`config.mk`:
```
export PLATFORM = sky130hd
export DESIGN_NAME = regmem_multiport
export DESIGN_NICKNAME = d
export VERILOG_FILES = /design/src/rtl/regmem_pkg.sv /design/src/rtl/regmem_wr_arbiter.sv /design/src/rtl/regmem_store.sv /design/src/rtl/regmem_rd_port.sv /design/src/rtl/regmem_multiport.sv
export SDC_FILE = /design/constraint.sdc
export NUM_CORES = 1
export LEC_CHECK = 0
export CORE_ASPECT_RATIO = 0.5
export CORE_MARGIN = 2
export CORE_UTILIZATION = 38
export DETAILED_ROUTE_END_ITERATION = 7
export DONT_BUFFER_PORTS = 1
export GPL_TIMING_DRIVEN = 0
export PLACE_DENSITY = 0.56
export SYNTH_ARGS = -nofsm -noshare
export SYNTH_HDL_FRONTEND = slang
export SYNTH_HIERARCHICAL = 1
export SYNTH_SLANG_ARGS = --single-unit
```
`constraint.sdc`:
```
create_clock -name clk -period 8.05 [get_ports clk]
set_input_delay 1.2075 -clock clk [delete_from_list [all_inputs] [get_ports clk]]
set_output_delay 1.2075 -clock clk [all_outputs]
set_load 0.03 [all_outputs]
```
`src/rtl/regmem_pkg.sv`:
```
package regmem_pkg;

  // True when port a takes a contested bit away from port b.
  function automatic logic outranks(input int unsigned prio_a, input int unsigned idx_a,
                                    input int unsigned prio_b, input int unsigned idx_b);
    return (prio_a > prio_b) || ((prio_a == prio_b) && (idx_a > idx_b));
  endfunction

  function automatic logic addr_in_range(input int unsigned addr, input int unsigned words);
    return addr < words;
  endfunction

endpackage

```
`src/rtl/regmem_wr_arbiter.sv`:
```
module regmem_wr_arbiter #(
  parameter int unsigned NWR   = 3,
  parameter int unsigned WIDTH = 4,
  parameter int unsigned ABITS = 3,
  parameter int unsigned WORDS = 6,
  parameter int unsigned PW    = 2,
  parameter logic [NWR*PW-1:0] PRIO = '0
) (
  input  logic [NWR*ABITS-1:0] wr_addr,
  input  logic [NWR*WIDTH-1:0] wr_mask,
  output logic [NWR*WIDTH-1:0] eff_mask
);
  import regmem_pkg::*;

  for (genvar p = 0; p < NWR; p++) begin : g_port
    logic [ABITS-1:0] addr_p;
    logic [WIDTH-1:0] keep;
    assign addr_p = wr_addr[p*ABITS +: ABITS];

    always_comb begin
      keep = addr_in_range(32'(addr_p), WORDS) ? wr_mask[p*WIDTH +: WIDTH] : '0;
      for (int unsigned q = 0; q < NWR; q++) begin
        if ((q != p) && (wr_addr[q*ABITS +: ABITS] == addr_p) &&
            outranks(32'(PRIO[q*PW +: PW]), q, 32'(PRIO[p*PW +: PW]), p)) begin
          keep = keep & ~wr_mask[q*WIDTH +: WIDTH];
        end
      end
    end

    assign eff_mask[p*WIDTH +: WIDTH] = keep;
  end

endmodule

```
`src/rtl/regmem_store.sv`:
```
module regmem_store #(
  parameter int unsigned WORDS = 6,
  parameter int unsigned ABITS = 3,
  parameter int unsigned WIDTH = 4,
  parameter int unsigned NRD   = 4,
  parameter int unsigned NWR   = 3,
  parameter logic [WORDS*WIDTH-1:0] INIT = '0
) (
  input  logic                 clk,
  input  logic                 rst,
  input  logic [NWR*ABITS-1:0] wr_addr,
  input  logic [NWR*WIDTH-1:0] wr_data,
  input  logic [NWR*WIDTH-1:0] eff_mask,
  input  logic [NRD*ABITS-1:0] rd_addr,
  output logic [NRD*WIDTH-1:0] rd_now,
  output logic [NRD*WIDTH-1:0] rd_next
);

  logic [WIDTH-1:0] mem_q [WORDS];
  logic [WIDTH-1:0] mem_d [WORDS];

  // Next state of every word; masks arrive already disjoint per bit.
  always_comb begin
    for (int unsigned w = 0; w < WORDS; w++) begin
      mem_d[w] = mem_q[w];
      for (int unsigned p = 0; p < NWR; p++) begin
        if (32'(wr_addr[p*ABITS +: ABITS]) == w) begin
          mem_d[w] = (mem_d[w] & ~eff_mask[p*WIDTH +: WIDTH]) |
                     (wr_data[p*WIDTH +: WIDTH] & eff_mask[p*WIDTH +: WIDTH]);
        end
      end
    end
  end

  always_ff @(posedge clk) begin
    for (int unsigned w = 0; w < WORDS; w++) begin
      if (rst) mem_q[w] <= INIT[w*WIDTH +: WIDTH];
      else     mem_q[w] <= mem_d[w];
    end
  end

  for (genvar r = 0; r < NRD; r++) begin : g_rd
    logic [WIDTH-1:0] now_w, next_w;
    always_comb begin
      now_w  = '0;
      next_w = '0;
      for (int unsigned w = 0; w < WORDS; w++) begin
        if (32'(rd_addr[r*ABITS +: ABITS]) == w) begin
          now_w  = mem_q[w];
          next_w = mem_d[w];
        end
      end
    end
    assign rd_now[r*WIDTH +: WIDTH]  = now_w;
    assign rd_next[r*WIDTH +: WIDTH] = next_w;
  end

endmodule

```
`src/rtl/regmem_rd_port.sv`:
```
module regmem_rd_port #(
  parameter int unsigned WIDTH  = 4,
  parameter bit          CLKED  = 1'b1,
  parameter bit          RISE   = 1'b1,
  parameter bit          TRANSP = 1'b0
) (
  input  logic             clk,
  input  logic             rst,
  input  logic             en,
  input  logic [WIDTH-1:0] word_now,
  input  logic [WIDTH-1:0] word_next,
  output logic [WIDTH-1:0] data
);

  logic unused_in;
  assign unused_in = ^{clk, rst, en, word_now, word_next};

  if (!CLKED) begin : g_async
    assign data = word_now;
  end else if (RISE) begin : g_rise
    logic [WIDTH-1:0] q;
    always_ff @(posedge clk) begin
      if (rst)     q <= '0;
      else if (en) q <= TRANSP ? word_next : word_now;
    end
    assign data = q;
  end else begin : g_fall
    logic [WIDTH-1:0] q;
    always_ff @(negedge clk) begin
      if (rst)     q <= '0;
      else if (en) q <= word_now;
    end
    assign data = q;
  end

endmodule

```
`src/rtl/regmem_multiport.sv`:
```
module regmem_multiport #(
  parameter int unsigned WORDS = 6,
  parameter int unsigned ABITS = 3,
  parameter int unsigned WIDTH = 4,
  parameter int unsigned NRD   = 4,
  parameter int unsigned NWR   = 3,
  parameter int unsigned PW    = 2,
  parameter logic [NRD-1:0]         RD_CLKED   = 4'b1110,
  parameter logic [NRD-1:0]         RD_POSEDGE = 4'b0111,
  parameter logic [NRD-1:0]         RD_TRANSP  = 4'b0010,
  parameter logic [NWR*PW-1:0]      WR_PRIO    = {2'd1, 2'd1, 2'd2},
  parameter logic [WORDS*WIDTH-1:0] INIT       = 24'hEDCBA9
) (
  input  logic                 clk,
  input  logic                 rst,
  input  logic [NRD-1:0]       rd_en,
  input  logic [NRD*ABITS-1:0] rd_addr,
  output logic [NRD*WIDTH-1:0] rd_data,
  input  logic [NWR*WIDTH-1:0] wr_en,
  input  logic [NWR*ABITS-1:0] wr_addr,
  input  logic [NWR*WIDTH-1:0] wr_data
);

  localparam int unsigned RD_BUS = NRD * WIDTH;
  localparam int unsigned WR_BUS = NWR * WIDTH;

  logic [WR_BUS-1:0] wr_eff;
  logic [RD_BUS-1:0] rd_raw;
  logic [RD_BUS-1:0] rd_fwd;

  regmem_wr_arbiter #(
    .NWR(NWR), .WIDTH(WIDTH), .ABITS(ABITS), .WORDS(WORDS), .PW(PW), .PRIO(WR_PRIO)
  ) u_arb (
    .wr_addr (wr_addr),
    .wr_mask (wr_en),
    .eff_mask(wr_eff)
  );

  regmem_store #(
    .WORDS(WORDS), .ABITS(ABITS), .WIDTH(WIDTH), .NRD(NRD), .NWR(NWR), .INIT(INIT)
  ) u_store (
    .clk     (clk),
    .rst     (rst),
    .wr_addr (wr_addr),
    .wr_data (wr_data),
    .eff_mask(wr_eff),
    .rd_addr (rd_addr),
    .rd_now  (rd_raw),
    .rd_next (rd_fwd)
  );

  for (genvar i = 0; i < NRD; i++) begin : g_rport
    regmem_rd_port #(
      .WIDTH(WIDTH), .CLKED(RD_CLKED[i]), .RISE(RD_POSEDGE[i]), .TRANSP(RD_TRANSP[i])
    ) u_rp (
      .clk      (clk),
      .rst      (rst),
      .en       (rd_en[i]),
      .word_now (rd_raw[i*WIDTH +: WIDTH]),
      .word_next(rd_fwd[i*WIDTH +: WIDTH]),
      .data     (rd_data[i*WIDTH +: WIDTH])
    );
  end

endmodule

```
==> results of run 1 <==
worst max-delay path, cell delays in order:
cell and delay, ns:
buf_2 0.19, buf_1 0.19, buf_1 0.24, mux2i_1 0.22, o22ai_1 0.12, mux2i_1 0.14, nor2_1 0.05
through the flow:
stage | total power [uW] | worst slack (ns) | std cells | utilization (%)
global placement | 375 | 1.56 | 600 | 41.1
floorplan | 338 | 1.73 | 465 | -
CTS | 567 | 1.91 | 611 | 42.7
global route | 591 | 1.82 | 611 | 42.7
finish | 569 | 1.90 | 611 | 42.7
detailed placement | 376 | 1.54 | 600 | 41.1
layer usage:
metal | global-route usage, % | routed length, um
met5 | 0 | 0
met4 | 4.68 | 150
met3 | 3.41 | 1090
met2 | 33.9 | 4920
met1 | 36.4 | 6280
final timing paths:
path | start | to | slack (ns) | depth (start not counted)
worst max-delay path | rd_addr[9] | g_rport[3].u_rp/data[3] | 1.90 | 7
worst min-delay path | g_rport[3].u_rp/data[0] | g_rport[3].u_rp/data[0] | 0.65 | 2
worst max register to register | u_store/mem_q[2][1] | g_rport[3].u_rp/data[1] | 2.80 | 5
worst min register to register | g_rport[3].u_rp/data[0] | g_rport[3].u_rp/data[0] | 0.65 | 2
placed cells by master (no fill, tap or decap), drive strengths merged, types with 9 or more instances in the layout:
| cell | count |
|---|---|
| nor2b | 11 |
| clkbuf | 25 |
| nand3 | 12 |
| dfxtp | 36 |
| mux2i | 53 |
| nor2 | 52 |
| o21ai | 18 |
| buf | 24 |
| nand4b | 9 |
| a31oi | 11 |
| a21oi | 17 |
| inv | 13 |
| nand2 | 39 |
| nand2b | 25 |
| xor2 | 9 |
registers in the layout (all words and copies together), names as in the netlist:
name,count
u_store/mem_q,24
g_rport.u_rp/data,12
where the power goes:
group | internal [uW] | switching [uW] | total (uW)
Clock | 118 | 78.9 | 197
Combinational | 69.9 | 91.4 | 161
Sequential | 190 | 21.0 | 211
Total | 377 | 191 | 569
area by class of cell:
cell class	instances	area [um2]
fillers	987	5430
multi-input cells	377	2750
flip-flops and latches	36	721
plain buffers	42	218
well taps	135	169
clock buffers	7	133
inverters	9	33.8
clock inverters	5	22.5
==> results.sh, run 1 <==
export IMPL_dr_pass1_iters=6
export IMPL_pin_count=67
export IMPL_fin_setup_tns_ns=0
export IMPL_fin_worst_skew_ns=0.0713
export IMPL_finalWirelength_mm=12.4
export IMPL_dp_hpwl_mm=10.1
export IMPL_overflow=0
export IMPL_syn_nets=516
export IMPL_area_growth_pct=8.59
export IMPL_clock_latency_ns=0.35
export IMPL_finish_instance_area_um2=4050
export IMPL_cts_sinks=36
export IMPL_postCtsHoldBufs=0
export IMPL_syn_area_um2=3730
export IMPL_grt_pass1_vias=3298
export IMPL_yosysWarnings=6
export IMPL_path_clk_slew_ns=0.03
export IMPL_drv_cap=0
export IMPL_syn_inst=465
export IMPL_ctsResizeCount=0
export IMPL_drt_iter0_markers=347
export IMPL_slew_headroom_pct=37.8
export IMPL_finalSetupViolations=0
export IMPL_final_antenna_net_count=0
export IMPL_core_um2=9480
export IMPL_drc_errors=0
export IMPL_avgRoutedWirePerCell_um=20.4
export IMPL_post_drt_via_cell_ratio=5.94
export IMPL_post_cts_setup_buffers=0
export IMPL_place_area_um2=3900
export IMPL_grt_max_degree=19
export IMPL_track_usage_pct=23.4
export IMPL_grt_antenna_before_repair=0
export IMPL_num_rows=25
export IMPL_fp_dieW_um=144
export IMPL_hold_slack_ns=0.651
export IMPL_initial_core_util_pct=39.3
export IMPL_fin_nets=526
export IMPL_htree_levels=2
export IMPL_dieArea_um2=10700
export IMPL_slew_violations=0
export IMPL_endpoint_kind="flip-flop"
export IMPL_crit_type="in -> reg"
export IMPL_diodes=0
export IMPL_gp_congestion=0.921
export IMPL_cp_required_ns=4.26
export IMPL_worst_ep_arrival_time_ns=2.36
export IMPL_worst_slew_pin_slew_ns=0.933
export IMPL_grt_pass1_wl_mm=18.7
export IMPL_clk_path_buf_depth=2
export IMPL_fp_dieH_um=74.0
export IMPL_critical_path_max_fanout=6
export IMPL_cellLeakagePower_uw=0.00158
export IMPL_io_buffer_count=0
export IMPL_status="finished, final reports clean"
export IMPL_hold_viol_final=0
export IMPL_hp_class="reg -> reg"
export IMPL_cts_root_buf="clkbuf_16"
export IMPL_power_density_nw_per_um2=140
export IMPL_syn_area_per_cell_um2=8.02
export IMPL_cts_tree="built"
export IMPL_vias=3629
export IMPL_rsz0062_at_grt="no"
export IMPL_numCtsBuffers=5
export IMPL_layout_drive_gt1_share_pct=13.4
export IMPL_vdd_drop_max_v=0.0000758
export IMPL_cp_start_kind="input port"
Power figures use the tool's default switching activity.
==> run 2, diff against run 1 <==
--- a/config.mk
+++ b/config.mk
@@ -11,7 +11,7 @@
 export DETAILED_ROUTE_END_ITERATION = 7
 export DONT_BUFFER_PORTS = 1
 export GPL_TIMING_DRIVEN = 0
-export PLACE_DENSITY = 0.56
+export PLACE_DENSITY = 0.58
 export SYNTH_ARGS = -nofsm -noshare
 export SYNTH_HDL_FRONTEND = slang
 export SYNTH_HIERARCHICAL = 1
==> constraint.sdc (replaced) <==
create_clock -name clk -period 5.6 [get_ports clk]
set_input_delay 0.84 -clock clk [delete_from_list [all_inputs] [get_ports clk]]
set_output_delay 0.84 -clock clk [all_outputs]
set_load 0.03 [all_outputs]
==> results.sh, run 2 (synthesis gave the netlist of run 1 again) <==
export IMPL_overflow=0
export IMPL_cell_internal_pwr_uw=540
export IMPL_num_rows=25
export IMPL_status="finished, final reports clean"
export IMPL_power_share_sequential_pct=37.0
export IMPL_p_clk_share_pct=34.6
export IMPL_slew_headroom_pct=40.2
export IMPL_track_usage_pct=23.8
export IMPL_drc_errors=0
export IMPL_worst_ep_arrival_time_ns=1.98
export IMPL_r2r_slack_ns=1.59
export IMPL_fp_dieH_um=74.0
export IMPL_fin_worst_skew_ns=0.0697
export IMPL_gp_congestion=0.919
export IMPL_htree_levels=2
export IMPL_hold_viol_final=0
export IMPL_avgRoutedWirePerCell_um=20.4
export IMPL_r2r_cells=5
export IMPL_clk_path_buf_depth=2
export IMPL_largest_reg_flops=24
export IMPL_dp_hpwl_mm=10.1
export IMPL_hold_slack_ns=0.622
export IMPL_r2r_end="g_rport[3].u_rp/data[1]"
export IMPL_endpoint="g_rport[3].u_rp/data[1]"
export IMPL_cp_start_kind="input port"
export IMPL_ctsResizeCount=0
export IMPL_post_cts_setup_buffers=0
export IMPL_post_drt_via_cell_ratio=5.92
export IMPL_core_um2=9480
export IMPL_dr_pass1_iters=5
export IMPL_grt_max_degree=19
export IMPL_slew_violations=0
export IMPL_drv_cap=0
export IMPL_grt_pass1_wl_mm=19.1
export IMPL_critical_path_max_fanout=6
export IMPL_fillers=971
export IMPL_rsz0062_at_grt="no"
export IMPL_p_switching_uw=276
export IMPL_fin_setup_tns_ns=0
export IMPL_cellLeakagePower_uw=0.00158
export IMPL_area_growth_pct=8.62
export IMPL_layout_drive_gt1_share_pct=13.9
export IMPL_worstHoldPathCells=1
export IMPL_final_antenna_net_count=0
export IMPL_cp_required_ns=3.04
export IMPL_diodes=0
export IMPL_finalWirelength_mm=12.5
export IMPL_place_area_um2=3900
export IMPL_path_clk_slew_ns=0.06
export IMPL_clock_latency_ns=0.35
export IMPL_grt_antenna_before_repair=0
export IMPL_vdd_drop_max_v=0.000110
export IMPL_final_util_pct=42.7
export IMPL_cts_tree="built"
export IMPL_reg2reg_from="u_store/mem_q[2][1]"
export IMPL_fin_nets=526
export IMPL_power_density_nw_per_um2=202
export IMPL_largest_register="u_store/mem_q"
export IMPL_finalSetupViolations=0
export IMPL_layout_common_cells="mux2i_1, nor2_1, nand2_1"
export IMPL_hp_class="in -> reg"
export IMPL_initial_core_util_pct=39.3
export IMPL_fp_dieW_um=144
export IMPL_dieArea_um2=10700
export IMPL_numCtsBuffers=5
export IMPL_grt_pass1_vias=3343
export IMPL_worst_slew_pin_slew_ns=0.897
export IMPL_postCtsHoldBufs=0
export IMPL_io_buffer_count=0
export IMPL_crit_type="in -> reg"
export IMPL_drt_iter0_markers=229
export IMPL_vias=3618
export IMPL_switching_share_pct=33.8
export IMPL_cts_sinks=36
export IMPL_pin_count=67
export IMPL_endpoint_kind="flip-flop"
export IMPL_p_comb_share_pct=28.4
export IMPL_crit_start="rd_addr[9]"
export IMPL_finish_instance_area_um2=4050
export IMPL_cts_root_buf="clkbuf_16"
export IMPL_layout_commonest_cell="mux2i_1"
-- run 2: changes by cell type in the layout (fill, tap and decap cells not counted), sizes merged --
cell    before  now
clkbuf      25   23
clkinv       0    1
inv         13   14
-- run 2: critical path, cell delays in order --
cell     delay, ns
buf_2         0.20
buf_1         0.20
buf_1         0.22
mux2i_1       0.22
o22ai_1       0.11
mux2i_1       0.14
nor2_1        0.05
-- run 2: per-layer routing --
layer  track usage, %  up-vias  share of wire, %
met3             5.60        5               9.6
li1                 -     1735                 -
met5                0        -                 0
met1             35.7     1743                50
met4             4.68        0              0.62
met2             34.8      135                40
-- run 2: power groups by stage --
| stage | clock network (uW) | logic, uW | registers (uW) |
|---|---|---|---|
| 6_report | 282 | 232 | 303 |
| 3_3_place_gp | 5.56 | 226 | 307 |
| 4_1_cts | 289 | 229 | 302 |
| 3_5_place_dp | 5.56 | 228 | 307 |
| 2_1_floorplan | 5.56 | 179 | 300 |
| 5_1_grt | 302 | 252 | 304 |
-- run 2: worst min path at each step --
stage	end	slack, ns	from
6_report	g_rport[2].u_rp/data[0]	0.62	rst
5_1_grt	g_rport[2].u_rp/data[2]	0.61	rst
4_1_cts	g_rport[2].u_rp/data[3]	0.62	rst
3_5_place_dp	g_rport[3].u_rp/data[0]	0.65	g_rport[3].u_rp/data[0]
3_3_place_gp	g_rport[3].u_rp/data[0]	0.64	g_rport[3].u_rp/data[0]
2_1_floorplan	g_rport[2].u_rp/data[1]	0.60	u_store/mem_q[2][1]
-- run 2: per-stage QoR --
stage               worst slack [ns]  cells  total power (uW)
floorplan                      0.868    465               485
global placement               0.745    600               538
detailed placement             0.712    600               541
CTS                             1.07    611               819
global route                   0.990    611               858
finish                          1.06    611               817
-- run 2: cell type report --
class	instances	area [um2]	share of cell area (%)
clock inverter	7	31.3	0.772
buffer	42	218	5.38
tap	135	169	4.17
inverter	9	33.8	0.834
sequential	36	721	17.8
clock buffer	5	125	3.09
multi-input combinational	377	2750	68.0
==> run 3, diff against run 2 <==
--- a/config.mk
+++ b/config.mk
@@ -5,6 +5,7 @@
 export SDC_FILE = /design/constraint.sdc
 export NUM_CORES = 1
 export LEC_CHECK = 0
+export ABC_AREA = 1
 export CORE_ASPECT_RATIO = 0.5
 export CORE_MARGIN = 2
 export CORE_UTILIZATION = 38
==> constraint.sdc (replaced) <==
create_clock -name clk -period 4.1 [get_ports clk]
set_input_delay 0.615 -clock clk [delete_from_list [all_inputs] [get_ports clk]]
set_output_delay 0.615 -clock clk [all_outputs]
set_load 0.03 [all_outputs]
==> results.sh, run 3 <==
export IMPL_status="finished, final reports clean"
export IMPL_gr_usage_met2_pct=38.3
export IMPL_multi_input_area_um2=2480
export IMPL_cts_root_buf="clkbuf_16"
export IMPL_vias=4498
export IMPL_worst_slew_pin_slew_ns=1.19
export IMPL_post_cts_setup_buffers=0
export IMPL_diodes=0
export IMPL_switching_share_pct=36.4
export IMPL_num_rows=25
export IMPL_syn_inst=688
export IMPL_initial_core_util_pct=39.5
export IMPL_postCtsHoldBufs=0
export IMPL_worst_ep_arrival_time_ns=2.90
export IMPL_path_clk_slew_ns=0.06
export IMPL_grt_busiest_layer="met2"
export IMPL_p_switching_uw=429
export IMPL_htree_levels=2
export IMPL_grt_pass1_vias=4030
export IMPL_core_um2=9540
export IMPL_crit_type="reg -> out"
export IMPL_clock_latency_ns=0.35
export IMPL_hold_viol_final=0
export IMPL_avgRoutedWirePerCell_um=16.1
export IMPL_fillers=1092
export IMPL_layout_commonest_cell="nand2_1"
export IMPL_cp_required_ns=3.48
export IMPL_hold_slack_ns=0.438
export IMPL_io_buffer_count=0
export IMPL_finalSetupViolations=0
export IMPL_largest_reg_flops=24
export IMPL_p_clk_share_pct=37.2
export IMPL_overflow=0
export IMPL_slew_headroom_pct=20.0
export IMPL_power_density_nw_per_um2=287
export IMPL_area_growth_pct=9.17
export IMPL_slew_violations=0
export IMPL_seq_area_um2=721
export IMPL_fp_dieW_um=145
export IMPL_cell_internal_pwr_uw=749
export IMPL_finalWirelength_mm=13.5
export IMPL_grt_pass1_wl_mm=20.8
export IMPL_ctsResizeCount=0
export IMPL_fp_dieH_um=74.4
export IMPL_cellLeakagePower_uw=0.00209
export IMPL_met3_usage_pct=7.21
export IMPL_power_share_sequential_pct=35.5
export IMPL_dr_pass1_iters=5
export IMPL_vdd_drop_max_v=0.000140
export IMPL_dp_hpwl_mm=11.1
export IMPL_fin_worst_skew_ns=0.0693
export IMPL_syn_area_per_cell_um2=5.48
export IMPL_layout_drive_gt1_share_pct=7.58
export IMPL_post_drt_via_cell_ratio=5.39
export IMPL_instances_no_fill=834
export IMPL_endpoint_kind="primary output"
export IMPL_yosysWarnings=6
export IMPL_drt_iter0_markers=417
export IMPL_numCtsBuffers=5
export IMPL_rsz0062_at_grt="no"
export IMPL_cts_sinks=36
export IMPL_drc_errors=0
export IMPL_gp_congestion=1.00
export IMPL_dieArea_um2=10800
export IMPL_grtUsageMet1_pct=36.8
export IMPL_layout_common_cells="nand2_1, inv_1, nand3_1"
export IMPL_fin_setup_tns_ns=0
export IMPL_numPlacedInstances=823
export IMPL_syn_nets=739
export IMPL_totalPowerFinal_uw=1180
export IMPL_cts_tree="built"
export IMPL_fin_nets=749
export IMPL_largest_register="u_store/mem_q"
export IMPL_syn_area_um2=3770
export IMPL_critical_path_max_fanout=2
export IMPL_final_antenna_net_count=0
export IMPL_track_usage_pct=25.7
export IMPL_drv_cap=0
export IMPL_p_comb_share_pct=27.4
export IMPL_cp_start_kind="flip-flop"
export IMPL_grt_max_degree=13
export IMPL_hp_class="in -> reg"
export IMPL_pin_count=67
export IMPL_grt_antenna_before_repair=0
export IMPL_clk_path_buf_depth=2
==> run 3: final timing paths <==
path / startpoint / to / slack [ns] / depth (start not counted)
max: g_rport[3].u_rp/data[2] / rd_data[14] / 0.58 / 0
min: rst / u_store/mem_q[5][2] / 0.44 / 1
max reg2reg: u_store/mem_q[1][0] / g_rport[3].u_rp/data[0] / 0.79 / 8
min reg2reg: u_store/mem_q[0][3] / u_store/mem_q[0][3] / 0.60 / 4
==> run 3: routing by layer <==
metal / vias to the layer above / share of wire, %
met4: 0 / 1.7
met1: 2015 / 47
met3: 18 / 12
met2: 215 / 39
li1: 2250 / -
met5: - / 0
==> run 3: per-stage QoR <==
stage               setup slack (ns)  utilization, %  cell area, um2
floorplan                      0.558               -            3770
detailed placement             0.365            41.3            3940
finish                         0.583            43.1            4110
CTS                            0.572            43.1            4110
global route                   0.548            43.1            4110
global placement               0.394            41.3            3940
==> run 3: final cells by class <==
cell class | instances | share of cell area [%]
Tap cell | 135 | 4.11
Inverter | 119 | 10.9
Clock buffer | 6 | 3.65
Sequential cell | 36 | 17.5
Clock inverter | 6 | 0.730
Buffer | 20 | 2.83
Multi-Input combinational cell | 512 | 60.3
==> run 3: power groups by stage <==
stage                     registers (uW)  clock network, uW  logic (uW)
after floorplan                      413               7.59         247
after CTS                            417                444         317
final                                418                438         322
after global placement               424               7.59         315
after global routing                 421                470         362
after detailed placement             425               7.59         316
